[config.mk]
export PLATFORM = sky130hd
export DESIGN_NAME = ld_mem_gate
export DESIGN_NICKNAME = d
export VERILOG_FILES = /design/src/rtl/ldg_pkg.sv /design/src/rtl/ldg_admit.sv /design/src/rtl/ldg_block_rec.sv /design/src/rtl/ldg_retry_latch.sv /design/src/rtl/ld_mem_gate.sv
export SDC_FILE = /design/constraint.sdc
export NUM_CORES = 1
export LEC_CHECK = 0
export BUFFER_PORTS_ARGS = -buffer_cell sky130_fd_sc_hd__buf_2
export CAP_MARGIN = 20
export CORE_MARGIN = 1.5
export CORE_UTILIZATION = 25
export CTS_CLUSTER_SIZE = 8
export DETAILED_ROUTE_END_ITERATION = 6
export SYNTH_ARGS = -nofsm -noshare
export SYNTH_HDL_FRONTEND = slang
export SYNTH_SLANG_ARGS = --single-unit
[constraint.sdc]
create_clock -name clk -period 6 [get_ports clk]
set_input_delay 1.2 -clock clk [delete_from_list [all_inputs] [get_ports clk]]
set_output_delay 1.2 -clock clk [all_outputs]
set_load 0.01 [all_outputs]
[src/rtl/ldg_pkg.sv]
// ldg_pkg: shared types of the load memory admission arbiter.
// Assumes sequence numbers are plain unsigned values without wraparound.
package ldg_pkg;

    // Outcome of one load in the admission stage
    typedef enum logic [1:0] {
        DEC_IDLE    = 2'd0,  // no load this cycle
        DEC_SEND    = 2'd1,  // request goes to the cache
        DEC_RESCHED = 2'd2,  // speculative uncached load sent back
        DEC_HOLD    = 2'd3   // cache busy, no request issued
    } ldg_dec_e;

    // True when sequence number a is strictly older than b
    function automatic logic seq_older(input logic [63:0] a, input logic [63:0] b);
        return a < b;
    endfunction

endpackage

[src/rtl/ldg_admit.sv]
// ldg_admit: classifies a load as send, reschedule or hold and resolves
// the cache's answer into fault, retry and busy events in the same cycle.
// Assumes cache_accept/cache_bad_addr are meaningful only while a request
// is presented; they are ignored otherwise.
module ldg_admit
    import ldg_pkg::*;
#(
    parameter int IDX_W = 4
) (
    input  logic             ld_valid,
    input  logic [IDX_W-1:0] ld_idx,
    input  logic             ld_uncached,
    input  logic             ld_at_head,
    input  logic             ld_at_commit,
    input  logic             cache_blocked,
    input  logic             cache_accept,
    input  logic             cache_bad_addr,
    output ldg_dec_e         dec,
    output logic             req_valid,
    output logic [IDX_W:0]   req_tag,
    output logic             resched,
    output logic             fault,
    output logic             refuse_retry,
    output logic             busy_evt
);

    localparam logic LOAD_MARK = 1'b1;

    logic non_spec;
    logic refused;

    // Decide the path of the load from its kind and the cache state
    always_comb begin
        non_spec = ld_at_head & ld_at_commit;
        if (!ld_valid)
            dec = DEC_IDLE;
        else if (ld_uncached && !non_spec)
            dec = DEC_RESCHED;
        else if (cache_blocked)
            dec = DEC_HOLD;
        else
            dec = DEC_SEND;
    end

    // Drive the request and resolve the cache's answer
    always_comb begin
        req_valid    = (dec == DEC_SEND);
        req_tag      = {LOAD_MARK, ld_idx};
        refused      = req_valid & ~cache_accept;
        resched      = (dec == DEC_RESCHED);
        fault        = resched | (refused & cache_bad_addr);
        refuse_retry = refused & ~cache_bad_addr;
        busy_evt     = (dec == DEC_HOLD) | refuse_retry;
    end

endmodule

[src/rtl/ldg_block_rec.sv]
// ldg_block_rec: the single blocked-load record. It keeps the oldest load
// that met a busy cache, with a handled flag for the upstream controller.
// Assumes at most one busy event per cycle.
module ldg_block_rec
    import ldg_pkg::*;
#(
    parameter int SEQ_W = 16
) (
    input  logic             clk,
    input  logic             rst_n,
    input  logic             busy_evt,
    input  logic [SEQ_W-1:0] ld_seq,
    input  logic             ctl_set_handled,
    input  logic             ctl_clr_blocked,
    output logic             record,
    output logic             blk_flag,
    output logic             blk_handled,
    output logic [SEQ_W-1:0] blk_seq
);

    logic keep_old;

    // Ignore a new busy load when an older one is already recorded
    always_comb begin
        keep_old = blk_flag && seq_older(64'(blk_seq), 64'(ld_seq));
        record   = busy_evt & ~keep_old;
    end

    // Record state; a new recording overrides the controller's requests
    always_ff @(posedge clk) begin
        if (!rst_n) begin
            blk_flag    <= 1'b0;
            blk_handled <= 1'b0;
            blk_seq     <= '0;
        end else if (record) begin
            blk_flag    <= 1'b1;
            blk_handled <= 1'b0;
            blk_seq     <= ld_seq;
        end else begin
            if (ctl_clr_blocked) blk_flag    <= 1'b0;
            if (ctl_set_handled) blk_handled <= 1'b1;
        end
    end

    // a recording leaves a set, unhandled record holding the load
    a_r7_record_loaded: assert property (@(posedge clk) disable iff (!rst_n)
        (rst_n && record) |=> (blk_flag && !blk_handled && blk_seq == $past(ld_seq)));

    // an ignored younger busy load leaves the sequence number alone
    a_r8_older_kept: assert property (@(posedge clk) disable iff (!rst_n)
        (rst_n && busy_evt && !record) |=> $stable(blk_seq));

endmodule

[src/rtl/ldg_retry_latch.sv]
// ldg_retry_latch: remembers that this thread is waiting for a cache retry.
// Assumes the cache pulses cache_retry when it can take the access again.
module ldg_retry_latch #(
    parameter int TID_W     = 2,
    parameter int THREAD_ID = 1
) (
    input  logic             clk,
    input  logic             rst_n,
    input  logic             refuse_retry,
    input  logic             cache_retry,
    output logic             retry_pend,
    output logic [TID_W-1:0] retry_tid
);

    localparam logic [TID_W-1:0] MY_TID = TID_W'(THREAD_ID);

    // Set on a non-bad refusal, cleared by the retry pulse, set wins
    always_ff @(posedge clk) begin
        if (!rst_n)
            retry_pend <= 1'b0;
        else if (refuse_retry)
            retry_pend <= 1'b1;
        else if (cache_retry)
            retry_pend <= 1'b0;
    end

    // Present the thread identifier only while a retry is owed
    always_comb retry_tid = retry_pend ? MY_TID : '0;

    // a non-bad refusal always leaves the retry flag set
    a_r5_retry_latched: assert property (@(posedge clk) disable iff (!rst_n)
        (rst_n && refuse_retry) |=> (retry_pend && retry_tid == MY_TID));

endmodule

[src/rtl/ld_mem_gate.sv]
// ld_mem_gate: admission arbiter for loads leaving the forwarding check.
// It sends, reschedules or faults each load, keeps the oldest blocked
// load and raises a restart request until the controller handles it.
// Assumes one load per cycle and a cache that answers in the same cycle.
module ld_mem_gate
    import ldg_pkg::*;
#(
    parameter int LQ_DEPTH  = 16,
    parameter int SEQ_W     = 16,
    parameter int TID_W     = 2,
    parameter int THREAD_ID = 1,
    localparam int IDX_W    = $clog2(LQ_DEPTH)
) (
    input  logic             clk,
    input  logic             rst_n,
    input  logic             ld_valid,
    input  logic [IDX_W-1:0] ld_idx,
    input  logic [SEQ_W-1:0] ld_seq,
    input  logic             ld_uncached,
    input  logic             ld_at_head,
    input  logic             ld_at_commit,
    input  logic             cache_blocked,
    input  logic             cache_accept,
    input  logic             cache_bad_addr,
    input  logic             cache_retry,
    input  logic             ctl_set_handled,
    input  logic             ctl_clr_blocked,
    output logic             mem_req_valid,
    output logic [IDX_W:0]   mem_req_tag,
    output logic             ld_resched,
    output logic             ld_fault,
    output logic             ld_blocked_now,
    output logic             blk_flag,
    output logic             blk_handled,
    output logic [SEQ_W-1:0] blk_seq,
    output logic             restart_req,
    output logic [SEQ_W-1:0] restart_seq,
    output logic             retry_pend,
    output logic [TID_W-1:0] retry_tid
);

    ldg_dec_e dec;
    logic     refuse_retry;
    logic     busy_evt;
    logic     record;

    ldg_admit #(.IDX_W(IDX_W)) u_admit (
        .ld_valid       (ld_valid),
        .ld_idx         (ld_idx),
        .ld_uncached    (ld_uncached),
        .ld_at_head     (ld_at_head),
        .ld_at_commit   (ld_at_commit),
        .cache_blocked  (cache_blocked),
        .cache_accept   (cache_accept),
        .cache_bad_addr (cache_bad_addr),
        .dec            (dec),
        .req_valid      (mem_req_valid),
        .req_tag        (mem_req_tag),
        .resched        (ld_resched),
        .fault          (ld_fault),
        .refuse_retry   (refuse_retry),
        .busy_evt       (busy_evt)
    );

    ldg_block_rec #(.SEQ_W(SEQ_W)) u_rec (
        .clk             (clk),
        .rst_n           (rst_n),
        .busy_evt        (busy_evt),
        .ld_seq          (ld_seq),
        .ctl_set_handled (ctl_set_handled),
        .ctl_clr_blocked (ctl_clr_blocked),
        .record          (record),
        .blk_flag        (blk_flag),
        .blk_handled     (blk_handled),
        .blk_seq         (blk_seq)
    );

    ldg_retry_latch #(.TID_W(TID_W), .THREAD_ID(THREAD_ID)) u_retry (
        .clk          (clk),
        .rst_n        (rst_n),
        .refuse_retry (refuse_retry),
        .cache_retry  (cache_retry),
        .retry_pend   (retry_pend),
        .retry_tid    (retry_tid)
    );

    // Restart is owed while a blocked load waits for the controller
    always_comb begin
        restart_req    = blk_flag & ~blk_handled;
        restart_seq    = blk_seq;
        ld_blocked_now = record;
    end

    // a speculative uncached load never reaches the cache
    a_r1_no_spec_uncached: assert property (@(posedge clk) disable iff (!rst_n)
        (ld_valid && ld_uncached && !(ld_at_head && ld_at_commit)) |-> (!mem_req_valid && ld_resched));

    // a bad-address refusal always faults and never blocks
    a_r4_bad_addr_fault: assert property (@(posedge clk) disable iff (!rst_n)
        (mem_req_valid && !cache_accept && cache_bad_addr) |-> (ld_fault && !ld_blocked_now));

    // a new restart request always follows a recording
    a_r10_restart_source: assert property (@(posedge clk) disable iff (!rst_n)
        (rst_n && $rose(restart_req)) |-> $past(ld_blocked_now));

    // a held load never carries a fault
    a_r6_hold_no_fault: assert property (@(posedge clk) disable iff (!rst_n)
        (dec == DEC_HOLD) |-> !ld_fault);

endmodule

== Word-level counts from Yosys, hierarchy flattened ==
Index checks and enable logic that the tools add are counted.
Word-level totals
  flip-flop bits (word level): 19
  input bits: 32
  output and inout port bits: 47
  logic and storage cells: 35
Cells by class
  reductions and logical operators: 6
  mux-type cells: 8
  order comparisons: 1
  equal/unequal tests: 3
  bitwise logic cells: 13
Operators by type and width (number)
  $lt A16 B16 Y1: 1
  $and A1 B1 Y1: 6
  $mux W2: 3
  $mux W1: 5
  $not A1 Y1: 5
  $eq A2 B2 Y1 const B: 2
  $reduce_bool A2 Y1: 2
  $eq A2 B1 Y1 const B: 1
  $logic_and A1 B1 Y1: 2
  $or A1 B1 Y1: 2
  $reduce_or A2 Y1: 1
  $logic_not A1 Y1: 1

== Depth between registers and ports, before layout ==
Gate-level depths: netlist of the first run.
  word-level depth: 11
  gate-level depth with buffers: 9
  gate-level depth less buffers: 7

== Hierarchy ==
Synthesis of the first run repeated with hierarchy kept, for this count alone.
Unflattened totals
  cell total of the unflattened synthesis: 138
  area, all modules: 1332.5 um^2
Modules (own cells, without submodules)
  ldg_block_rec: cells an instance 98, times used 1, area each 1006.0 um^2
  ld_mem_gate: cells an instance 17, times used 1, area each 133.9 um^2
  ldg_admit: cells an instance 17, times used 1, area each 132.6 um^2
  ldg_retry_latch: cells an instance 6, times used 1, area each 60.1 um^2

== Worst setup path after synthesis of the first run ==
No wires, ideal clock.
  path type: input to output
  from: input port ld_seq[14]
  to: output port ld_blocked_now
  stages on the path: 7
  setup slack: 2.177 ns
  data arrival time: 2.623 ns
  data required time: 4.800 ns
  cells stage by stage: inv_1 ha_1 and4_1 or4b_1 o32ai_1 buf_6 buf_12
On the way
  longest elaborated chain between the ends: 4
RTL lines
  start, declared: line ld_mem_gate.sv:18  | input logic [SEQ_W-1:0] ld_seq,
  $lt A16 B16 Y1: line ldg_pkg.sv:15  | return a < b;
  $logic_and A1 B1 Y1: line ldg_block_rec.sv:25  | keep_old = blk_flag && seq_older(64'(blk_seq), 64'(ld_seq));
  $not A1 Y1: line ldg_block_rec.sv:26  | record = busy_evt & ~keep_old;
  $and A1 B1 Y1: line ldg_block_rec.sv:26
  end, declared: line ld_mem_gate.sv:32  | output logic ld_blocked_now,
Every way passes these cells.

== Worst setup path in the final report of the first run ==
  from: input port ld_seq[11]
  to: output port ld_blocked_now
The elaborated chain is that of the path after synthesis.

==> impl_metrics.toml, run 1 <==
[clocking]
path_clk_slew_ps = 80
htreeDepth = 1
ctsRootBufferMaster = "clkbuf_8"
numCtsBuffers = 3
cts_sinks = 19
post_cts_resized = 0
clockBufferDepth = 2
postCtsSetupBuffers = 0
cts_tree = "built"
clk_latency_ps = 260
cts_hold_buf = 0

[timing]
fin_crit_sh_pct = 70.0
skew_ps = 3.74
finalHoldViolations = 0
rsz0062_at_grt = "false"
drv_slew = 0
setup_viol = 0
holdWs_ps = 483
worstMarginPinSlew_ps = 854
maxSlewHeadroom_pct = 41.6
period_minus_slack_ps = 4200
fmax_mhz = 238
fin_setup_tns_ps = 0

[logic_synthesis]
ys_warn_count = 0
synth_edf_count = 0
synth_area_um2 = 1370
synth_xor_area_share_pct = 0
synthAdderAreaFrac_pct = 13.7
ys_types = 30
synth-seq-cells = 19
async_reset_ff_share_pct = 0
muxShareOfSynthArea_pct = 11.7
synthCells = 168
syn_avg_cell_area_um2 = 8.15
synth-simple-area-share_pct = 17.5
synth_top_family_by_area = "buffers and inverters"
syn_nets = 215
ys_seq_area_share_pct = 27.8
synth_ff_type = "dfxtp_1"
synth_compound_area_share_pct = 8.41

[power]
internal_power_uw = 214
switching_share_pct = 29.9
combPwrFrac_pct = 24.0
cellPowerDensity_nw_per_um2 = 185
power.switching_uw = 91.0
clkPwrFrac_pct = 30.5
pwr-share-seq_pct = 45.5
peakVddDrop_v = 0.0000567
total_power_uw = 305
power.leakage_nw = 0.917

[floorplanning]
die_w_um = 77.0
fp-row-count = 26
die_h_um = 77.0
die-area_um2 = 5930
core_area_um2 = 5200
floorplan.initialDensity_pct = 26.3
ios = 79

[drt]
drt_iter0_markers = 40
vias_per_cell = 4.13
wl_per_cell_um = 10.2
drc = 0
ant_nets = 0
drt_first_pass_iters = 4
vias = 1165
drt_wl_total_mm = 2.88

[global_routing]
grt_pass1_wl_mm = 4.82
overflow = 0
grt_start_max_net_pins = 36
grt_pass1_vias = 1075
antenna_found_initial = 0
grt_usage_pct = 9.97

[finish]
most-common-layout-cells = "buf_2, nand2_1, dfxtp_1, inv_1, mux2i_1"
fin_nets = 260
layout_commonest_cell = "buf_2"
antenna_cells = 0
drive_gt1_share_pct = 35.4
syn2layout_area_growth_pct = 20.5
nFillCells = 582
fin_util_pct = 31.7

[placement]
gp_congestion = 0.698
portBuffers = 68
dp_hpwl_mm = 2.26

[critical_path]
required_ps = 4800
critPathKind = "input port to output port"
cp_max_fo = 3
crit_arrival_ps = 3000
endpoint_kind = "output port"
start_kind = "input port"

[hold_path]
hold_class = "register to register"

[outcome]
status = "finished clean"

[run]
maxCapViolations = 0
## sequential cells by signal (all words and copies together), names as in the netlist
| signal | cells |
|---|---|
| u_rec.blk_flag | 1 |
| u_rec.blk_handled | 1 |
| u_rec.blk_seq | 16 |
| u_retry.retry_pend | 1 |
## cell type report
cell class / instances / area, µm² / area share [%]
multi-input combinational: 104 / 728 / 44.2
sequential: 19 / 380 / 23.1
timing repair buffer: 69 / 348 / 21.1
tap: 70 / 87.6 / 5.31
inverter: 16 / 60.1 / 3.64
clock buffer: 4 / 45.0 / 2.73
## power by group through the flow
| stage | logic (mW) | registers [mW] | clock network [mW] |
|---|---|---|---|
| 2_1_floorplan | 0.0518 | 0.144 | 0 |
| 3_3_place_gp | 0.0734 | 0.142 | 0 |
| 3_5_place_dp | 0.0740 | 0.142 | 0 |
| 4_1_cts | 0.0745 | 0.139 | 0.0988 |
| 5_1_grt | 0.0836 | 0.140 | 0.105 |
| 6_report | 0.0731 | 0.139 | 0.0928 |
## final timing paths
kind	from	to	slack, ps	cells after the start
setup / recovery	ld_seq[11]	ld_blocked_now	1800	8
hold / removal	u_rec.blk_seq[0]$_SDFFE_PN0P_	u_rec.blk_seq[0]$_SDFFE_PN0P_	480	2
setup reg to reg	u_rec.blk_seq[11]$_SDFFE_PN0P_	u_rec.blk_flag$_SDFFE_PN0P_	3580	7
hold reg to reg	u_rec.blk_seq[0]$_SDFFE_PN0P_	u_rec.blk_seq[0]$_SDFFE_PN0P_	480	2
## logic make-up after synthesis
family                   Yosys count
AND/OR/NAND/NOR                   53
buffers and inverters             45
flip-flops                        19
AO/OA/AOI/OAI                     18
multiplexers                      16
adder cells (fa/ha/maj)           15
other                              2
## cells in the mapped netlist (2+ instances only)
cell,count,area share (%)
nand2_1,35,9.6
buf_4,23,13
dfxtp_1,19,28
inv_1,16,4.4
mux2i_1,16,12
ha_1,15,14
nor2_1,7,1.9
a21oi_1,6,2.2
clkbuf_1,4,1.1
o21ai_0,4,1.5
conb_1,2,0.55
nand2b_1,2,0.91
nor2b_1,2,0.91
## critical path, stage by stage
cell and delay (ps):
buf_2 90, inv_1 40, ha_1 310, a21oi_1 150, o21ai_0 100, a2111oi_0 790
o32ai_4 150, buf_2 170
## per-stage QoR
step	instance area, µm²	instances	setup WS (ps)
floorplan	1370	168	2180
detailed placement	1600	278	1780
finish	1650	282	1800
global route	1650	282	1630
CTS	1650	282	1780
global placement	1600	278	1850
## routing by layer
metal / global-route usage [%] / up-vias / wire, µm
met4: 4.00 / 0 / 38
li1: - / 611 / -
met3: 2.02 / 4 / 192
met2: 16.3 / 45 / 1260
met5: 0 / - / 0
met1: 12.8 / 505 / 1390
Note: power is estimated with default switching activity, not from simulation.
==> inputs of run 2 (changes only) <==
==> constraint.sdc (replaced) <==
create_clock -name clk -period 4.3 [get_ports clk]
set_input_delay 0.86 -clock clk [delete_from_list [all_inputs] [get_ports clk]]
set_output_delay 0.86 -clock clk [all_outputs]
set_load 0.01 [all_outputs]
==> run 2 against run 1 <==
Utilization unchanged. Register-to-register slack worse by 1800 ps. Final area unchanged. Global-route usage up 0.21 points. Cell count unchanged. Sequential power up 39%. Sequential share of layout area unchanged. Sequential cell count unchanged. Highest routed layer unchanged.
==> impl_metrics.toml, run 2 (synthesis gave the netlist of run 1 again) <==
[outcome]
status = "finished clean"

[finish]
most-common-layout-cells = "buf_2, nand2_1, dfxtp_1, inv_1, mux2i_1"
top_register = "u_rec.blk_seq"
largest_reg_flops = 16
antenna_cells = 0
drive_gt1_share_pct = 35.4
nFillCells = 590
layout_commonest_cell = "buf_2"
fin_nets = 260
fin_area_um2 = 1650
syn2layout_area_growth_pct = 20.5

[floorplanning]
die_h_um = 77.0
die_w_um = 77.0
die-area_um2 = 5930
fp-row-count = 26
ios = 79
floorplan.initialDensity_pct = 26.3
core_area_um2 = 5200

[power]
cellPowerDensity_nw_per_um2 = 257
total_power_uw = 424
pwr-share-seq_pct = 45.5
power.switching_uw = 127
internal_power_uw = 298
power.leakage_nw = 0.917
switching_share_pct = 29.8
peakVddDrop_v = 0.0000821
combPwrFrac_pct = 24.1
clkPwrFrac_pct = 30.4

[critical_path]
r2r_cells = 7
cp_max_fo = 3
crit_arrival_ps = 2710
critPathKind = "input port to output port"
start_kind = "input port"
r2r-end = "u_rec.blk_flag$_SDFFE_PN0P_"
ff2ff_setup_slack_ps = 1830
required_ps = 3440
crit-reg2reg-launch = "u_rec.blk_seq[11]$_SDFFE_PN0P_"
endpoint_kind = "output port"

[global_routing]
grt-busiest-layer = "met2"
grt_pass1_vias = 1056
grt_pass1_wl_mm = 4.88
grt_usage_pct = 10.2
grt_use_met3_pct = 2.02
grt_start_max_net_pins = 36
overflow = 0
grt_use_met2_pct = 17.0
use_met1_pct = 13.0
antenna_found_initial = 0

[timing]
maxSlewHeadroom_pct = 37.9
fin_crit_sh_pct = 82.9
rsz0062_at_grt = "false"
fin_setup_tns_ps = 0
holdWs_ps = 481
fmax_mhz = 280
worstMarginPinSlew_ps = 908
period_minus_slack_ps = 3570
drv_slew = 0
setup_viol = 0
finalHoldViolations = 0
skew_ps = 2.69

[clocking]
clk_latency_ps = 260
htreeDepth = 1
postCtsSetupBuffers = 0
ctsRootBufferMaster = "clkbuf_8"
cts_tree = "built"
post_cts_resized = 0
path_clk_slew_ps = 70
clockBufferDepth = 2
cts_hold_buf = 0
cts_sinks = 19
numCtsBuffers = 3

[drt]
ant_nets = 0
wl_per_cell_um = 10.2
drt_first_pass_iters = 4
drc = 0
vias_per_cell = 4.12
vias = 1161
drt_wl_total_mm = 2.88
drt_iter0_markers = 33

[placement]
place_area_um2 = 1600
gp_congestion = 0.711
portBuffers = 68
dp_hpwl_mm = 2.25

[hold_path]
hold_path.startpoint = "u_rec.blk_seq[0]$_SDFFE_PN0P_"
hold_class = "register to register"
holdPathEnd = "u_rec.blk_seq[0]$_SDFFE_PN0P_"
min_path_cells = 2

[run]
maxCapViolations = 0
run 2: worst max path at each step:
| stage | start | endpoint | slack (ps) | cells past startpoint |
|---|---|---|---|---|
| floorplan | ld_seq[14] | ld_blocked_now | 1160 | 7 |
| global placement | ld_seq[14] | ld_blocked_now | 840 | 8 |
| detailed placement | ld_seq[11] | ld_blocked_now | 720 | 8 |
| CTS | ld_seq[11] | ld_blocked_now | 720 | 8 |
| global route | ld_seq[11] | ld_blocked_now | 630 | 8 |
| finish | ld_seq[11] | ld_blocked_now | 730 | 8 |
run 2: area by class of cell:
cell class	count	area, µm²	area share (%)
inverter	16	60.1	3.64
clock buffer	4	45.0	2.73
timing repair buffer	69	348	21.1
multi-input combinational	104	728	44.2
tap	70	87.6	5.31
sequential	19	380	23.1
run 2: power by group through the flow:
stage	Clock, mW	Sequential (mW)	Combinational (mW)
floorplan	0	0.201	0.0723
global placement	0	0.197	0.102
detailed placement	0	0.198	0.103
CTS	0.136	0.194	0.104
global route	0.145	0.196	0.116
finish	0.129	0.193	0.102
run 2: layer usage:
metal | routed length (µm) | part of all wire, % | vias to the layer above
met5 | 0 | 0 | -
met4 | 13 | 0.45 | 0
met3 | 169 | 5.9 | 2
met2 | 1280 | 44 | 39
met1 | 1420 | 49 | 510
li1 | - | - | 610
run 2: through the flow:
stage	util [%]	worst slack [ps]	instances
floorplan	-	1160	168
global placement	30.8	838	278
detailed placement	30.8	715	278
CTS	31.7	718	282
global route	31.7	627	282
finish	31.7	735	282
run 2: critical path, cell delays in order:
cell and delay, ps:
buf_2 80, inv_1 40, ha_1 310, a21oi_1 150, o21ai_0 110, a2111oi_0 840
o32ai_4 140, buf_2 170
==> inputs of run 3 (changes only) <==
==> constraint.sdc (replaced) <==
create_clock -name clk -period 3.25 [get_ports clk]
set_input_delay 0.65 -clock clk [delete_from_list [all_inputs] [get_ports clk]]
set_output_delay 0.65 -clock clk [all_outputs]
set_load 0.01 [all_outputs]
==> run 3 against run 2 <==
Critical path depth increased by 1. Die area unchanged. Global-route usage decreased by 0.28 points. Largest cell class unchanged. Cell count increased by 0.35%. Sequential power increased by 33%. Worst setup slack got worse by 320 ps. Final area increased by 0.46%.
==> impl_metrics.toml, run 3 (synthesis gave the netlist of run 1 again) <==
[power]
pwr-share-seq_pct = 45.2
internal_power_uw = 395
clkPwrFrac_pct = 30.9
power.switching_uw = 171
cellPowerDensity_nw_per_um2 = 342
combPwrFrac_pct = 23.9
peakVddDrop_v = 0.000111
switching_share_pct = 30.2
power.leakage_nw = 0.922

[timing]
fmax_mhz = 353
maxSlewHeadroom_pct = 61.7
holdWs_ps = 481
skew_ps = 1.65
fin_crit_sh_pct = 87.2
drv_slew = 0
fin_setup_tns_ps = 0
worstMarginPinSlew_ps = 575
rsz0062_at_grt = "false"
finalHoldViolations = 0
setup_viol = 0
period_minus_slack_ps = 2830

[clocking]
path_clk_slew_ps = 80
cts_tree = "built"
ctsRootBufferMaster = "clkbuf_8"
cts_hold_buf = 0
clk_latency_ps = 260
post_cts_resized = 0
clockBufferDepth = 2
htreeDepth = 1
postCtsSetupBuffers = 0
cts_sinks = 19
numCtsBuffers = 3

[global_routing]
grt_pass1_wl_mm = 4.79
antenna_found_initial = 0
grt_start_max_net_pins = 36
grt_usage_pct = 9.91
overflow = 0
grt_pass1_vias = 1015

[finish]
drive_gt1_share_pct = 35.7
top_register = "u_rec.blk_seq"
antenna_cells = 0
fin_nets = 261
largest_reg_flops = 16
nFillCells = 583
layout_commonest_cell = "buf_2"
syn2layout_area_growth_pct = 21.0
most-common-layout-cells = "buf_2, nand2_1, dfxtp_1, inv_1, mux2i_1"
fin_util_pct = 31.8

[drt]
vias = 1173
drc = 0
drt_first_pass_iters = 4
drt_iter0_markers = 26
drt_wl_total_mm = 2.91
ant_nets = 0
wl_per_cell_um = 10.3
vias_per_cell = 4.14

[critical_path]
required_ps = 2600
endpoint_kind = "output port"
start_kind = "input port"
critPathKind = "input port to output port"
cp_max_fo = 3
crit_arrival_ps = 2180

[floorplanning]
die_w_um = 77.0
ios = 79
fp-row-count = 26
floorplan.initialDensity_pct = 26.3
die_h_um = 77.0
core_area_um2 = 5200
die-area_um2 = 5930

[run]
maxCapViolations = 0

[placement]
gp_congestion = 0.717
portBuffers = 68
dp_hpwl_mm = 2.29

[outcome]
status = "finished clean"

[hold_path]
hold_class = "register to register"
==> run 3: layout make-up <==
| cell class | count | area (µm²) | area share [%] |
|---|---|---|---|
| well taps | 70 | 87.6 | 5.29 |
| multi-input cells | 104 | 728 | 44.0 |
| repair buffers | 70 | 355 | 21.5 |
| clock buffers | 4 | 45.0 | 2.72 |
| inverters | 16 | 60.1 | 3.63 |
| flip-flops and latches | 19 | 380 | 23.0 |
==> run 3: worst max-delay path: stages <==
cell       delay [ps]
buf_2              90
inv_1              40
ha_1              310
a21oi_1           140
o21ai_0           110
a2111oi_0         420
buf_4             190
o32ai_4            70
buf_2             160
==> run 3: final timing paths <==
path	from	to	slack, ps	depth (start not counted)
setup / recovery	ld_seq[11]	ld_blocked_now	420	9
hold / removal	u_rec.blk_seq[0]$_SDFFE_PN0P_	u_rec.blk_seq[0]$_SDFFE_PN0P_	480	2
setup reg to reg	u_rec.blk_seq[14]$_SDFFE_PN0P_	u_rec.blk_seq[1]$_SDFFE_PN0P_	1080	6
hold reg to reg	u_rec.blk_seq[0]$_SDFFE_PN0P_	u_rec.blk_seq[0]$_SDFFE_PN0P_	480	2
==> run 3: metrics by stage <==
step	instances	total power [mW]	area, µm²	setup WS [ps]
floorplan	168	0.362	1370	527
global placement	279	0.397	1610	433
detailed placement	279	0.399	1610	422
CTS	283	0.577	1660	426
global route	283	0.603	1660	368
finish	283	0.566	1660	416
==> run 3: power groups by stage <==
| stage | clock network [mW] | registers (mW) | logic (mW) |
|---|---|---|---|
| floorplan | 0 | 0.266 | 0.0956 |
| global placement | 0 | 0.261 | 0.136 |
| detailed placement | 0 | 0.262 | 0.137 |
| CTS | 0.183 | 0.256 | 0.138 |
| global route | 0.192 | 0.259 | 0.153 |
| finish | 0.175 | 0.256 | 0.135 |
==> run 3: metal layers <==
layer	up-vias	share of wire, %	GRT usage (%)
li1	616	-	-
met5	-	0	0
met4	0	1.2	3.45
met1	510	49	13.3
met3	5	6.8	2.14
met2	42	43	15.7
